==> src/rtl/rxPackPkg.sv <==
package rxPackPkg;
  typedef struct packed {
    logic loadBuf;   // latch a new buffer
    logic takeByte;  // accept one byte into the current word
    logic emitWord;  // write the current word out with this byte
  } packCtl_t;
endpackage

==> src/rtl/rxPackDatapath.sv <==
module rxPackDatapath
  import rxPackPkg::*;
#(
  parameter int ADDR_W = 32,
  parameter logic [7:0] DUMMY = 8'h00
) (
  input  logic              clk,
  input  logic              rstN,
  input  packCtl_t          ctl,
  input  logic [ADDR_W-1:0] bufAddr,
  input  logic [7:0]        inData,
  output logic              laneLast,
  output logic              wrValid,
  output logic [ADDR_W-1:0] wrAddr,
  output logic [31:0]       wrData,
  output logic [3:0]        wrStrb
);
  localparam int LANES = 4;
  localparam logic [ADDR_W-1:0] STEP = ADDR_W'(LANES);

  logic [1:0]        laneQ;
  logic [ADDR_W-1:0] wordAddrQ;
  logic [31:0]       accQ, accNext;
  logic [3:0]        strbQ, strbNext;

  assign laneLast = (laneQ == 2'd3);

  always_comb begin
    accNext  = accQ;
    strbNext = strbQ;
    for (int b = 0; b < LANES; b++) begin
      if (laneQ == b[1:0]) begin
        accNext[8*b +: 8] = inData;
        strbNext[b]       = 1'b1;
      end
    end
  end

  always_ff @(posedge clk) begin
    if (!rstN) begin
      laneQ     <= '0;
      wordAddrQ <= '0;
      accQ      <= {LANES{DUMMY}};
      strbQ     <= '0;
      wrValid   <= 1'b0;
      wrAddr    <= '0;
      wrData    <= '0;
      wrStrb    <= '0;
    end else begin
      wrValid <= 1'b0;
      if (ctl.loadBuf) begin
        laneQ     <= bufAddr[1:0];
        wordAddrQ <= {bufAddr[ADDR_W-1:2], 2'b00};
        accQ      <= {LANES{DUMMY}};
        strbQ     <= '0;
      end else if (ctl.takeByte) begin
        if (ctl.emitWord) begin
          wrValid   <= 1'b1;
          wrAddr    <= wordAddrQ;
          wrData    <= accNext;
          wrStrb    <= strbNext;
          accQ      <= {LANES{DUMMY}};
          strbQ     <= '0;
          laneQ     <= '0;
          wordAddrQ <= wordAddrQ + STEP;
        end else begin
          accQ  <= accNext;
          strbQ <= strbNext;
          laneQ <= laneQ + 2'd1;
        end
      end
    end
  end
endmodule

==> src/rtl/rxPackCtrl.sv <==
module rxPackCtrl
  import rxPackPkg::*;
#(
  parameter int SIZE_W = 13,
  parameter int LEN_W  = 14
) (
  input  logic              clk,
  input  logic              rstN,
  input  logic              bufValid,
  input  logic [1:0]        bufOffset,
  input  logic [SIZE_W-1:0] bufSize,
  input  logic              inValid,
  input  logic              inSof,
  input  logic              inEof,
  input  logic              laneLast,
  output packCtl_t          ctl,
  output logic              bufTake,
  output logic              inReady,
  output logic              doneValid,
  output logic              doneFirst,
  output logic              doneLast,
  output logic [LEN_W-1:0]  doneLen
);
  logic              openQ;
  logic [SIZE_W-1:0] roomQ;
  logic              segFirstQ;
  logic [LEN_W-1:0]  frameLenQ, lenNext;
  logic              lastRoom, closeNow;

  always_comb begin
    ctl.loadBuf  = !openQ && bufValid;
    ctl.takeByte = openQ && inValid;
    lastRoom     = (roomQ == SIZE_W'(1));
    closeNow     = ctl.takeByte && (inEof || lastRoom);
    ctl.emitWord = ctl.takeByte && (laneLast || inEof || lastRoom);
    lenNext      = inSof ? LEN_W'(1) : frameLenQ + LEN_W'(1);
  end

  assign bufTake = ctl.loadBuf;
  assign inReady = openQ;

  always_ff @(posedge clk) begin
    if (!rstN) begin
      openQ     <= 1'b0;
      roomQ     <= '0;
      segFirstQ <= 1'b0;
      frameLenQ <= '0;
      doneValid <= 1'b0;
      doneFirst <= 1'b0;
      doneLast  <= 1'b0;
      doneLen   <= '0;
    end else begin
      doneValid <= 1'b0;
      if (ctl.loadBuf) begin
        openQ     <= 1'b1;
        roomQ     <= bufSize - {{(SIZE_W-2){1'b0}}, bufOffset};
        segFirstQ <= 1'b0;
      end
      if (ctl.takeByte) begin
        roomQ     <= roomQ - SIZE_W'(1);
        frameLenQ <= lenNext;
        if (inSof) segFirstQ <= 1'b1;
      end
      if (closeNow) begin
        openQ     <= 1'b0;
        doneValid <= 1'b1;
        doneFirst <= segFirstQ || inSof;
        doneLast  <= inEof;
        doneLen   <= lenNext;
      end
    end
  end
endmodule

==> src/rtl/rxWordPacker.sv <==
module rxWordPacker
  import rxPackPkg::*;
#(
  parameter int ADDR_W = 32,
  parameter int SIZE_W = 13,
  parameter int LEN_W  = 14,
  parameter logic [7:0] DUMMY = 8'h00
) (
  input  logic              clk,
  input  logic              rstN,
  input  logic              bufValid,
  input  logic [ADDR_W-1:0] bufAddr,
  input  logic [SIZE_W-1:0] bufSize,
  output logic              bufTake,
  input  logic              inValid,
  input  logic [7:0]        inData,
  input  logic              inSof,
  input  logic              inEof,
  output logic              inReady,
  output logic              wrValid,
  output logic [ADDR_W-1:0] wrAddr,
  output logic [31:0]       wrData,
  output logic [3:0]        wrStrb,
  output logic              doneValid,
  output logic              doneFirst,
  output logic              doneLast,
  output logic [LEN_W-1:0]  doneLen
);
  packCtl_t ctl;
  logic     laneLast;

  rxPackCtrl #(.SIZE_W(SIZE_W), .LEN_W(LEN_W)) u_ctrl (
    .clk(clk), .rstN(rstN), .bufValid(bufValid), .bufOffset(bufAddr[1:0]),
    .bufSize(bufSize), .inValid(inValid), .inSof(inSof), .inEof(inEof),
    .laneLast(laneLast), .ctl(ctl), .bufTake(bufTake), .inReady(inReady),
    .doneValid(doneValid), .doneFirst(doneFirst), .doneLast(doneLast),
    .doneLen(doneLen)
  );

  rxPackDatapath #(.ADDR_W(ADDR_W), .DUMMY(DUMMY)) u_dp (
    .clk(clk), .rstN(rstN), .ctl(ctl), .bufAddr(bufAddr), .inData(inData),
    .laneLast(laneLast), .wrValid(wrValid), .wrAddr(wrAddr),
    .wrData(wrData), .wrStrb(wrStrb)
  );
endmodule

==> config.mk <==
export PLATFORM = sky130hd
export DESIGN_NAME = rxWordPacker
export DESIGN_NICKNAME = d
export VERILOG_FILES = /design/src/rtl/rxPackPkg.sv /design/src/rtl/rxPackDatapath.sv /design/src/rtl/rxPackCtrl.sv /design/src/rtl/rxWordPacker.sv
export SDC_FILE = /design/constraint.sdc
export NUM_CORES = 1
export LEC_CHECK = 0
export BUFFER_PORTS_ARGS = -buffer_cell sky130_fd_sc_hd__buf_2
export CAP_MARGIN = 20
export CORE_AREA = 2 2 137 139
export DETAILED_ROUTE_END_ITERATION = 16
export DIE_AREA = 0 0 139 141
export GPL_TIMING_DRIVEN = 0
export HOLD_SLACK_MARGIN = 0.15
export PLACE_DENSITY_LB_ADDON = 0.05
export SLEW_MARGIN = 25
export SYNTH_ARGS = -nofsm -noshare
export SYNTH_HDL_FRONTEND = slang
export SYNTH_SLANG_ARGS = --single-unit
==> constraint.sdc <==
create_clock -name clk -period 3.6 [get_ports clk]
set_input_delay 1.08 -clock clk [delete_from_list [all_inputs] [get_ports clk]]
set_output_delay 1.08 -clock clk [all_outputs]
set_load 0.1 [all_outputs]
# Yosys cells after proc, flatten, opt, wreduce, memory -nomap -nowiden
# Index checks and enable logic that the tools add are counted.
[totals]
reg_bits = 185
inputBits = 59
out_inout_bits = 88
word_cells = 71
[op_classes]
add_sub_neg = 5
eq_ne = 4
mux = 24
n_bitwise = 3
reduce_logical = 18
[ops]
columns = ["operator", "count"]
rows = [
  ["two-way mux 32 bit", 4],
  ["adder 32 x 3 -> 32 bit (second input constant)", 1],
  ["two-way mux 8 bit", 4],
  ["two-way mux 13 bit", 2],
  ["adder 14 x 1 -> 14 bit (second input constant)", 1],
  ["two-way mux 14 bit", 1],
  ["equality test 13 x 1 -> 1 bit (second input constant)", 1],
  ["subtractor 13 x 1 -> 13 bit (second input constant)", 1],
  ["subtractor 13 x 2 -> 13 bit", 1],
  ["two-way mux 1 bit", 9],
  ["two-way mux 2 bit", 3],
  ["equality test 2 bit (second input constant)", 2],
  ["logical AND 1 bit", 4],
  ["logical OR 1 bit", 4],
  ["two-way mux 4 bit", 1],
  ["AND reduction 2 bit", 2],
  ["nonzero test 2 bit", 2],
  ["OR reduction 2 bit", 2],
  ["inverter 1 bit", 3],
  ["AND reduction 3 bit", 1],
  ["OR reduction 3 bit", 1],
  ["adder 2 x 1 -> 2 bit (second input constant)", 1],
  ["equality test 2 x 1 -> 1 bit (second input constant)", 1],
  ["logical NOT 2 bit", 1],
  ["logical NOT 1 bit", 1],
]

# Longest topological paths before layout
# Gate-level depths: netlist (run 1).
[logic_depth]
depth_word = 7
ltp_mapped = 10
mapped_depth_nobuf = 9

# Cells and area by module
# From an unflattened synthesis (run 1), not the netlist that was laid out.
[hier_totals]
cells_unflattened = 987
area_unflattened_um2 = 8354.3
[by_module_without_submodules]
columns = ["module", "instances", "cells_each", "area_each_um2", "seq_area_each_um2"]
rows = [
  ["rxPackDatapath", 1, 691, 5870.6, 2702.6],
  ["rxPackCtrl", 1, 296, 2483.6, 920.9],
]

# Worst setup path after synthesis (run 1)
# No wires, ideal clock.
[synth_timing]
path_kind = "input to output"
startpoint = "in bufValid"
endpoint = "out bufTake"
t_arrival_ns = 2.556
required_ns = 2.520
path_slack_ns = -0.036
stages = 4
path_buffers = 2
path_cell_list = "nand2b_1 inv_1 clkbuf_1 clkbuf_1"
[synth_via]
elab_chain_cells = 1
[synth_rtl]
columns = ["item", "line_no", "text"]
rows = [
  ["from (decl)", "rxWordPacker.sv:11", "input logic bufValid,"],
  ["logical AND 1 bit", "rxPackCtrl.sv:31", "ctl.loadBuf = !openQ && bufValid;"],
  ["to (decl)", "rxWordPacker.sv:14", "output logic bufTake,"],
]
# No other way between the ends.

# Final worst setup path (run 1)
# Ends and elaborated chain as after synthesis.

==> results.md, run 1 <==
- Crit path largest cell delay: 0.31 ns
- CP startpoint kind: primary input
- Worst hold path cell count: 2
- Pre-CTS setup slack: -0.393 ns
- Die Height: 141 µm
- Root buffer cell: clkbuf_16
- Arrival @ worst endpoint: 2.24 ns
- RSZ-0062 raised after global routing: no
- Syn Inst Count: 937
- Rows: 50
- Grt ovf: 0
- # nets final: 1171
- Final WL: 24700 µm
- Crit-path max FO: 10
- Worst r2r src: u_ctrl.roomQ[0]
- Leakage: 3.66 nW
- Die area: 19600 µm²
- Reg-to-reg critical path endpoint: u_dp.wrAddr[20]
- Ratio of cells with drive above 1 in the final layout: 19.1%
- Routability cong.: 0.849
- Number of flops mapped to enable cells by yosys: 0
- Initial antenna violation count: 1
- Starting Density: 44.1%
- IO buf count: 143
- CP Capture Type: primary output
- Top delay family on crit path: buffers and inverters
- Final Cycle Share: 92.2%
- Placed cell count: 1315
- Final worst slack: 0.282 ns
- Hold path endpoint: u_dp.wrAddr[12]
- Ys flop type: dfxtp_1
- Clock Skew: 0.0120 ns
- Min Tclk post-route: 3.32 ns
- Overall Global Routing Usage: 24.8%
- Yosys top cell area share: 45.0%
- Yosys top cell by area: dfxtp_1
- DIE WIDTH: 139 µm
- Largest cells by area after synthesis: dfxtp_1, nand2_1, nor2_1
- Antenna fix cells: 0
- H-tree depth: 4
- Peak VDD IR: 0.418 mV
- R2R setup slack: 1.00 ns
- Min-delay src: u_dp.wrAddr[12]
- Routed len/inst: 18.3 µm
- Final Setup Violations: 0
- Worst path required time: 2.52 ns
- Finished Cell Area: 9660 µm²
- Critical path cell sequence: buf_2 > nand2b_1 > clkinvlp_4 > clkbuf_2 > buf_4
- Largest net degree at the start of global routing: 17
- Critical setup path kind: in -> out
- DR vias/cell: 5.66
- Worst hold path type: reg -> reg
- First-pass GRT wire length: 38400 µm
- Max Cap Violations: 0
- DRT Pass-1 Iters: 6
- Slew @ Worst Pin: 0.779 ns
- CTS tree: yes
- PwrDens: 486 nW/µm²
- Final cell count without fillers: 1348
- Yosys reg bits: 181
- Post-DP HPWL: 17700 µm
- Post-synth cell types: 67
- Crit-path slowest cell: buf_4
- Mapped Area: 8060 µm²
- Clk buf depth: 2
- CTS sink count: 181
- Sequential share of the synthesized area: 45.0%
- Vias after detailed routing: 7623
- FFs w/ async S/R, synth: 0%
- Placement Cell Area: 9070 µm²
- First DRT Iteration DRCs: 465
- Clock Latency Late Sink: 0.44 ns
- CTS Hold Bufs: 0
- Num CTS Buffers: 17
- Max Fclk: 301 MHz
- Rel. slew slack: 48.1%
- Syn. warnings: 0
- Core area: 18300 µm²
- Hold Vio Cnt, Final: 0
- Total negative slack: 0 ns
- DRC: 0
- Synth Area per Inst: 8.60 µm²
- Total power: 0.00470 W
- Clk pin slew, worst setup/hold paths: 0.07 ns
- Slew Viols, Final: 0
- P&R area growth vs syn: 19.9%
- R2R cell count: 8
- Buf/Inv on CP: 4
- Antenna-violating nets left: 0
- Status: complete, no violations
- Vias in the first global route: 7075
- Top Ports: 147
==> worst register-to-register path, delay by kind of cell (launching register included) <==
kind | cells | cell delay [ns]
buf+inv | 2 | 0.65
compound gates | 2 | 0.46
simple gates | 3 | 0.82
fa+ha+maj | 1 | 0.19
flops | 1 | 0.41
==> cells by family after synthesis <==
logic type	Yosys count	synth area share (%)
XOR/XNOR	21	2.28
flip-flops	181	45.0
buffers and inverters	84	4.24
other	1	0.0465
adder cells (fa/ha/maj)	11	1.80
AND/OR/NAND/NOR	351	21.3
AO/OA/AOI/OAI	250	20.6
multiplexers	38	4.77
==> worst max-delay path by stage <==
| stage | startpoint | endpoint | slack, ns | cells after the start |
|---|---|---|---|---|
| floorplan | bufValid | bufTake | 0.44 | 4 |
| global placement | bufValid | bufTake | -0.39 | 6 |
| detailed placement | bufValid | bufTake | -0.39 | 6 |
| CTS | bufValid | bufTake | 0.03 | 5 |
| global route | bufValid | bufTake | 0.25 | 5 |
| finish | bufValid | bufTake | 0.28 | 5 |
==> per-stage QoR <==
stage,hold slack (ns),utilization (%)
CTS,0.454,52.8
global route,0.466,52.9
finish,0.451,52.9
detailed placement,0.444,49.7
global placement,0.439,49.7
floorplan,0.444,-
==> routing by layer <==
metal	wire length, µm	global-route usage (%)	share of wire, %
met4	710	10.3	2.9
met5	13	0	0.053
met1	11200	32.6	45
met2	11400	40.3	46
met3	1390	4.38	5.6
==> flip-flops by register name (all words and copies together) (netlist names) <==
register / flops
u_dp.laneQ: 2
u_ctrl.doneLen: 14
u_dp.wrData: 32
u_ctrl.inReady: 1
u_dp.strbQ: 4
u_dp.wrAddr: 30
u_ctrl.doneValid: 1
u_ctrl.doneLast: 1
u_ctrl.roomQ: 13
u_ctrl.segFirstQ: 1
u_ctrl.doneFirst: 1
u_dp.accQ: 32
u_ctrl.frameLenQ: 14
u_dp.wordAddrQ: 30
u_dp.wrValid: 1
u_dp.wrStrb: 4
==> final cells by class <==
class	instances	area (µm²)
Buffer	67	279
Clock buffer	20	457
Clock inverter	12	116
Fill cell	1843	8600
Inverter	16	63.8
Multi-Input combinational cell	673	4100
Sequential cell	181	3620
Tap cell	234	293
Timing Repair Buffer	145	733
==> Yosys cell counts (all sizes together), types with 3 or more instances <==
cell	n
and2	5
o2bb2ai	8
and3	17
o211ai	5
a22o	9
a31o	3
or3	17
a311oi	4
nand4b	3
clkbuf	49
dfxtp	181
a31oi	19
o31ai	4
nand2b	4
a21oi	74
o21ai	30
nor2	101
inv	15
mux2i	35
a22oi	31
mux2	3
xor2	12
nor4	9
or4	6
o21a	3
nand4	16
ha	10
xnor2	9
a211oi	38
nor3	30
o311ai	3
nand2	110
buf	19
nand3	22
==> placed cells by master, fill, tap and decap left out, types with 6 or more instances in the layout <==
master	instances
inv_6	6
nand3_1	21
buf_4	6
o21ai_0	26
inv_1	13
buf_2	154
a22o_1	9
a31oi_1	19
clkbuf_1	48
o2bb2ai_1	8
nor3_1	27
nand2_1	110
nand4_1	16
nor4_1	6
ha_1	10
mux2i_1	35
clkbuf_16	17
xnor2_1	9
dfxtp_1	181
a22oi_1	31
or3_1	17
nor2_1	100
and3_1	17
or4_1	6
a21oi_1	74
a211oi_1	38
xor2_1	12
==> power breakdown <==
group          total (W)  internal (W)  switching, W
combinational   0.000716      0.000189      0.000527
sequential       0.00214       0.00207     0.0000663
clock            0.00185       0.00100      0.000843
total            0.00470       0.00326       0.00144
==> repair_timing <==
action | in CTS | in global routing
buffers inserted | 0 | 2
endpoints found under the setup margin | 1 | 1
pin swaps | 0 | 0
gates resized for setup | 2 | 0
Power figures use the tool's default switching activity.
==> run 2: changes to the inputs <==
CELL_PAD_IN_SITES_DETAIL_PLACEMENT = 0   (was unset)
CELL_PAD_IN_SITES_GLOBAL_PLACEMENT = 1   (was unset)
CORE_AREA = 2 2 142 144   (was 2 2 137 139)
DIE_AREA = 0 0 144 146   (was 0 0 139 141)
==> run 2 against run 1 <==
- clock-buffer cell count down 2
- wire length up 4.0%
- critical path depth unchanged
- die area up 7.3%
- maximum frequency down 5.9%
- global-route usage down 0.19 points
- sequential cell count unchanged
- power about the same
- utilization down 2.8 points
- worst hold slack about the same
- largest cell class unchanged
==> results.md, run 2 (same netlist as run 1, synthesis figures left out) <==
- Status: complete, no violations
- Num CTS Buffers: 17 (unchanged)
- CTS Hold Bufs: 0 (unchanged)
- Top Metal Used: met4
- Top Ports: 147 (unchanged)
- Met2 Wirelength: 11700 µm (+2.9%)
- Slew Viols, Final: 0 (unchanged)
- Clk buf depth: 2 (unchanged)
- # nets final: 1169 (-0.17%)
- Die Height: 146 µm (+3.5%)
- DR vias/cell: 5.50 (-2.7%)
- Pre-CTS setup slack: -0.364 ns (+0.0296 ns)
- Clk network pwr share: 39.4% (about the same)
- Antenna-violating nets left: 0 (unchanged)
- Min Tclk post-route: 3.53 ns (+0.207 ns)
- Total negative slack: 0 ns (unchanged)
- Hold path endpoint: u_dp.wrAddr[31]
- IO buf count: 143 (unchanged)
- H-tree depth: 4 (unchanged)
- Reg-to-reg critical path endpoint: u_dp.wrAddr[31]
- Commonest non-fill, non-tap cell in the layout: dfxtp_1
- Crit-path slowest cell: clkinvlp_4
- Clock Latency Late Sink: 0.44 ns (about the same)
- Peak VDD IR: 0.341 mV (-18%)
- Final Setup Violations: 0 (unchanged)
- Initial antenna violation count: 0 (-1)
- Min-delay src: u_dp.wrAddr[31]
- CTS sink count: 181 (unchanged)
- Ratio of cells with drive above 1 in the final layout: 19.1% (-0.056 points)
- Rows: 51 (+2.0%)
- Leakage: 3.65 nW (-0.18%)
- Max Cap Violations: 0 (unchanged)
- Crit path largest cell delay: 0.35 ns (+0.04 ns)
- Arrival @ worst endpoint: 2.45 ns (+0.21 ns)
- DIE WIDTH: 144 µm (+3.6%)
- Final-layout fill cell count: 1965 (+6.6%)
- First-pass GRT wire length: 40300 µm (+5.0%)
- Cell internal pwr: 0.00319 W (-2.1%)
- Post-DP HPWL: 18400 µm (+3.8%)
- Core area: 19300 µm² (+5.8%)
- RSZ-0062 raised after global routing: no
- Crit-path max FO: 11 (+1)
- Vias after detailed routing: 7579 (-0.58%)
- CTS tree: yes
- Setup bufs post-CTS: 0 (unchanged)
- Worst hold path cell count: 2 (unchanged)
- Net Sw Power: 0.00151 W (+5.1%)
- First DRT Iteration DRCs: 482 (+3.7%)
- PwrDens: 485 nW/µm² (-0.16%)
- Worst hold path type: reg -> reg
- Final worst slack: 0.0749 ns (-0.207 ns)
- Reg power frac: 45.5% (about the same)
- Max Fclk: 284 MHz (-5.9%)
- Routability cong.: 0.831 (-2.1%)
- DRC: 0 (unchanged)
- Top delay family on crit path: buffers and inverters
- Slew @ Worst Pin: 0.808 ns (+0.0290 ns)
- Final Cycle Share: 97.9% (+5.8 points)
- CP startpoint kind: primary input
- Leading cell types in the layout, fill and taps excluded: dfxtp_1, buf_2, nand2_1, nor2_1, a21oi_1
- Worst path required time: 2.52 ns (about the same)
- R2R cell count: 7 (-1)
- Vias in the first global route: 7203 (+1.8%)
- Comb power frac: 15.2% (about the same)
- Biggest regs: u_dp.accQ (32), u_dp.wrData (32)
- R2R setup slack: 0.99 ns (about the same)
- Routed len/inst: 18.6 µm (+1.8%)
- DRT Pass-1 Iters: 5 (-1)
- DR WL met3: 1230 µm (-11%)
- Critical path cell sequence: buf_2 > nand2b_1 > clkinvlp_4 > clkbuf_2 > buf_4
- Final WL: 25600 µm (+4.0%)
- M1 WL: 12300 µm (+10%)
- Buf/Inv on CP: 4 (unchanged)
- Antenna fix cells: 0 (unchanged)
- Root buffer cell: clkbuf_16
- Hold Vio Cnt, Final: 0 (unchanged)
- Critical setup path kind: in -> out
- CP Capture Type: primary output
- Clk pin slew, worst setup/hold paths: 0.07 ns (about the same)
- Grt ovf: 0 (unchanged)
- Die area: 21000 µm² (+7.3%)
- P&R area growth vs syn: 20.2%
- Largest net degree at the start of global routing: 19 (+2)
- Starting Density: 41.7% (-2.4 points)
- Overall Global Routing Usage: 24.6% (-0.19 points)
- Rel. slew slack: 46.2% (-1.9 points)
- Worst r2r src: u_ctrl.roomQ[0]
- Clock Skew: 0.0176 ns (+0.00563 ns)
- Switching share of total power: 32.1% (+1.5 points)
==> run 2: changes by cell type in the layout (fill, tap and decap cells not counted), sizes merged <==
cell | previous run | this run
bufinv | 1 | 0
buf | 164 | 162
clkinvlp | 3 | 2
clkinv | 4 | 7
clkbuf | 68 | 66
inv | 20 | 21
==> run 2: area by class of cell <==
cell class	instances	area (µm²)	area share (%)
Multi-Input combinational cell	673	4100	42.3
Sequential cell	181	3620	37.4
Timing Repair Buffer	143	718	7.41
Clock buffer	18	439	4.53
Tap cell	265	332	3.42
Buffer	67	279	2.88
Clock inverter	14	135	1.39
Inverter	16	63.8	0.659
==> run 2: repair_timing <==
action / CTS / global route
endpoints found under the hold margin: 0 / 0
resized for setup: 2 / 0
setup endpoints to repair: 1 / 0
==> run 2: routing by layer <==
metal / track usage (%) / vias up
met1: 35.0 / 3637
li1: - / 3723
met4: 5.78 / 0
met3: 4.87 / 24
met5: 0 / -
met2: 38.2 / 195
==> run 2: worst min-delay path: stages, from the launching register on <==
cell and delay, ns:
dfxtp_1 0.31, nand2_1 0.05, a21oi_1 0.05
==> run 2: through the flow <==
step	instance area (µm²)	hold slack, ns	power [W]	instances	utilization [%]
2_1_floorplan	8060	0.444	0.00268	938	-
3_3_place_gp	9110	0.440	0.00289	1346	47.1
3_5_place_dp	9110	0.442	0.00289	1346	47.1
4_1_cts	9690	0.455	0.00473	1377	50.1
5_1_grt	9690	0.475	0.00488	1377	50.1
6_report	9690	0.452	0.00470	1377	50.1
==> run 2: worst max-delay path by stage <==
stage / from / to / slack [ns] / cells after the start
floorplan: bufValid / bufTake / 0.44 / 4
global placement: bufValid / bufTake / -0.41 / 6
detailed placement: bufValid / bufTake / -0.36 / 6
CTS: bufValid / bufTake / 0.02 / 5
global route: bufValid / bufTake / 0.01 / 5
finish: bufValid / bufTake / 0.07 / 5
==> run 2: power groups by stage <==
stage               registers (W)  logic, W  clock network [W]
floorplan                 0.00235  0.000331                  0
finish                    0.00214  0.000714            0.00185
global placement          0.00218  0.000711                  0
detailed placement        0.00218  0.000710                  0
global route              0.00215  0.000769            0.00196
CTS                       0.00214  0.000714            0.00188
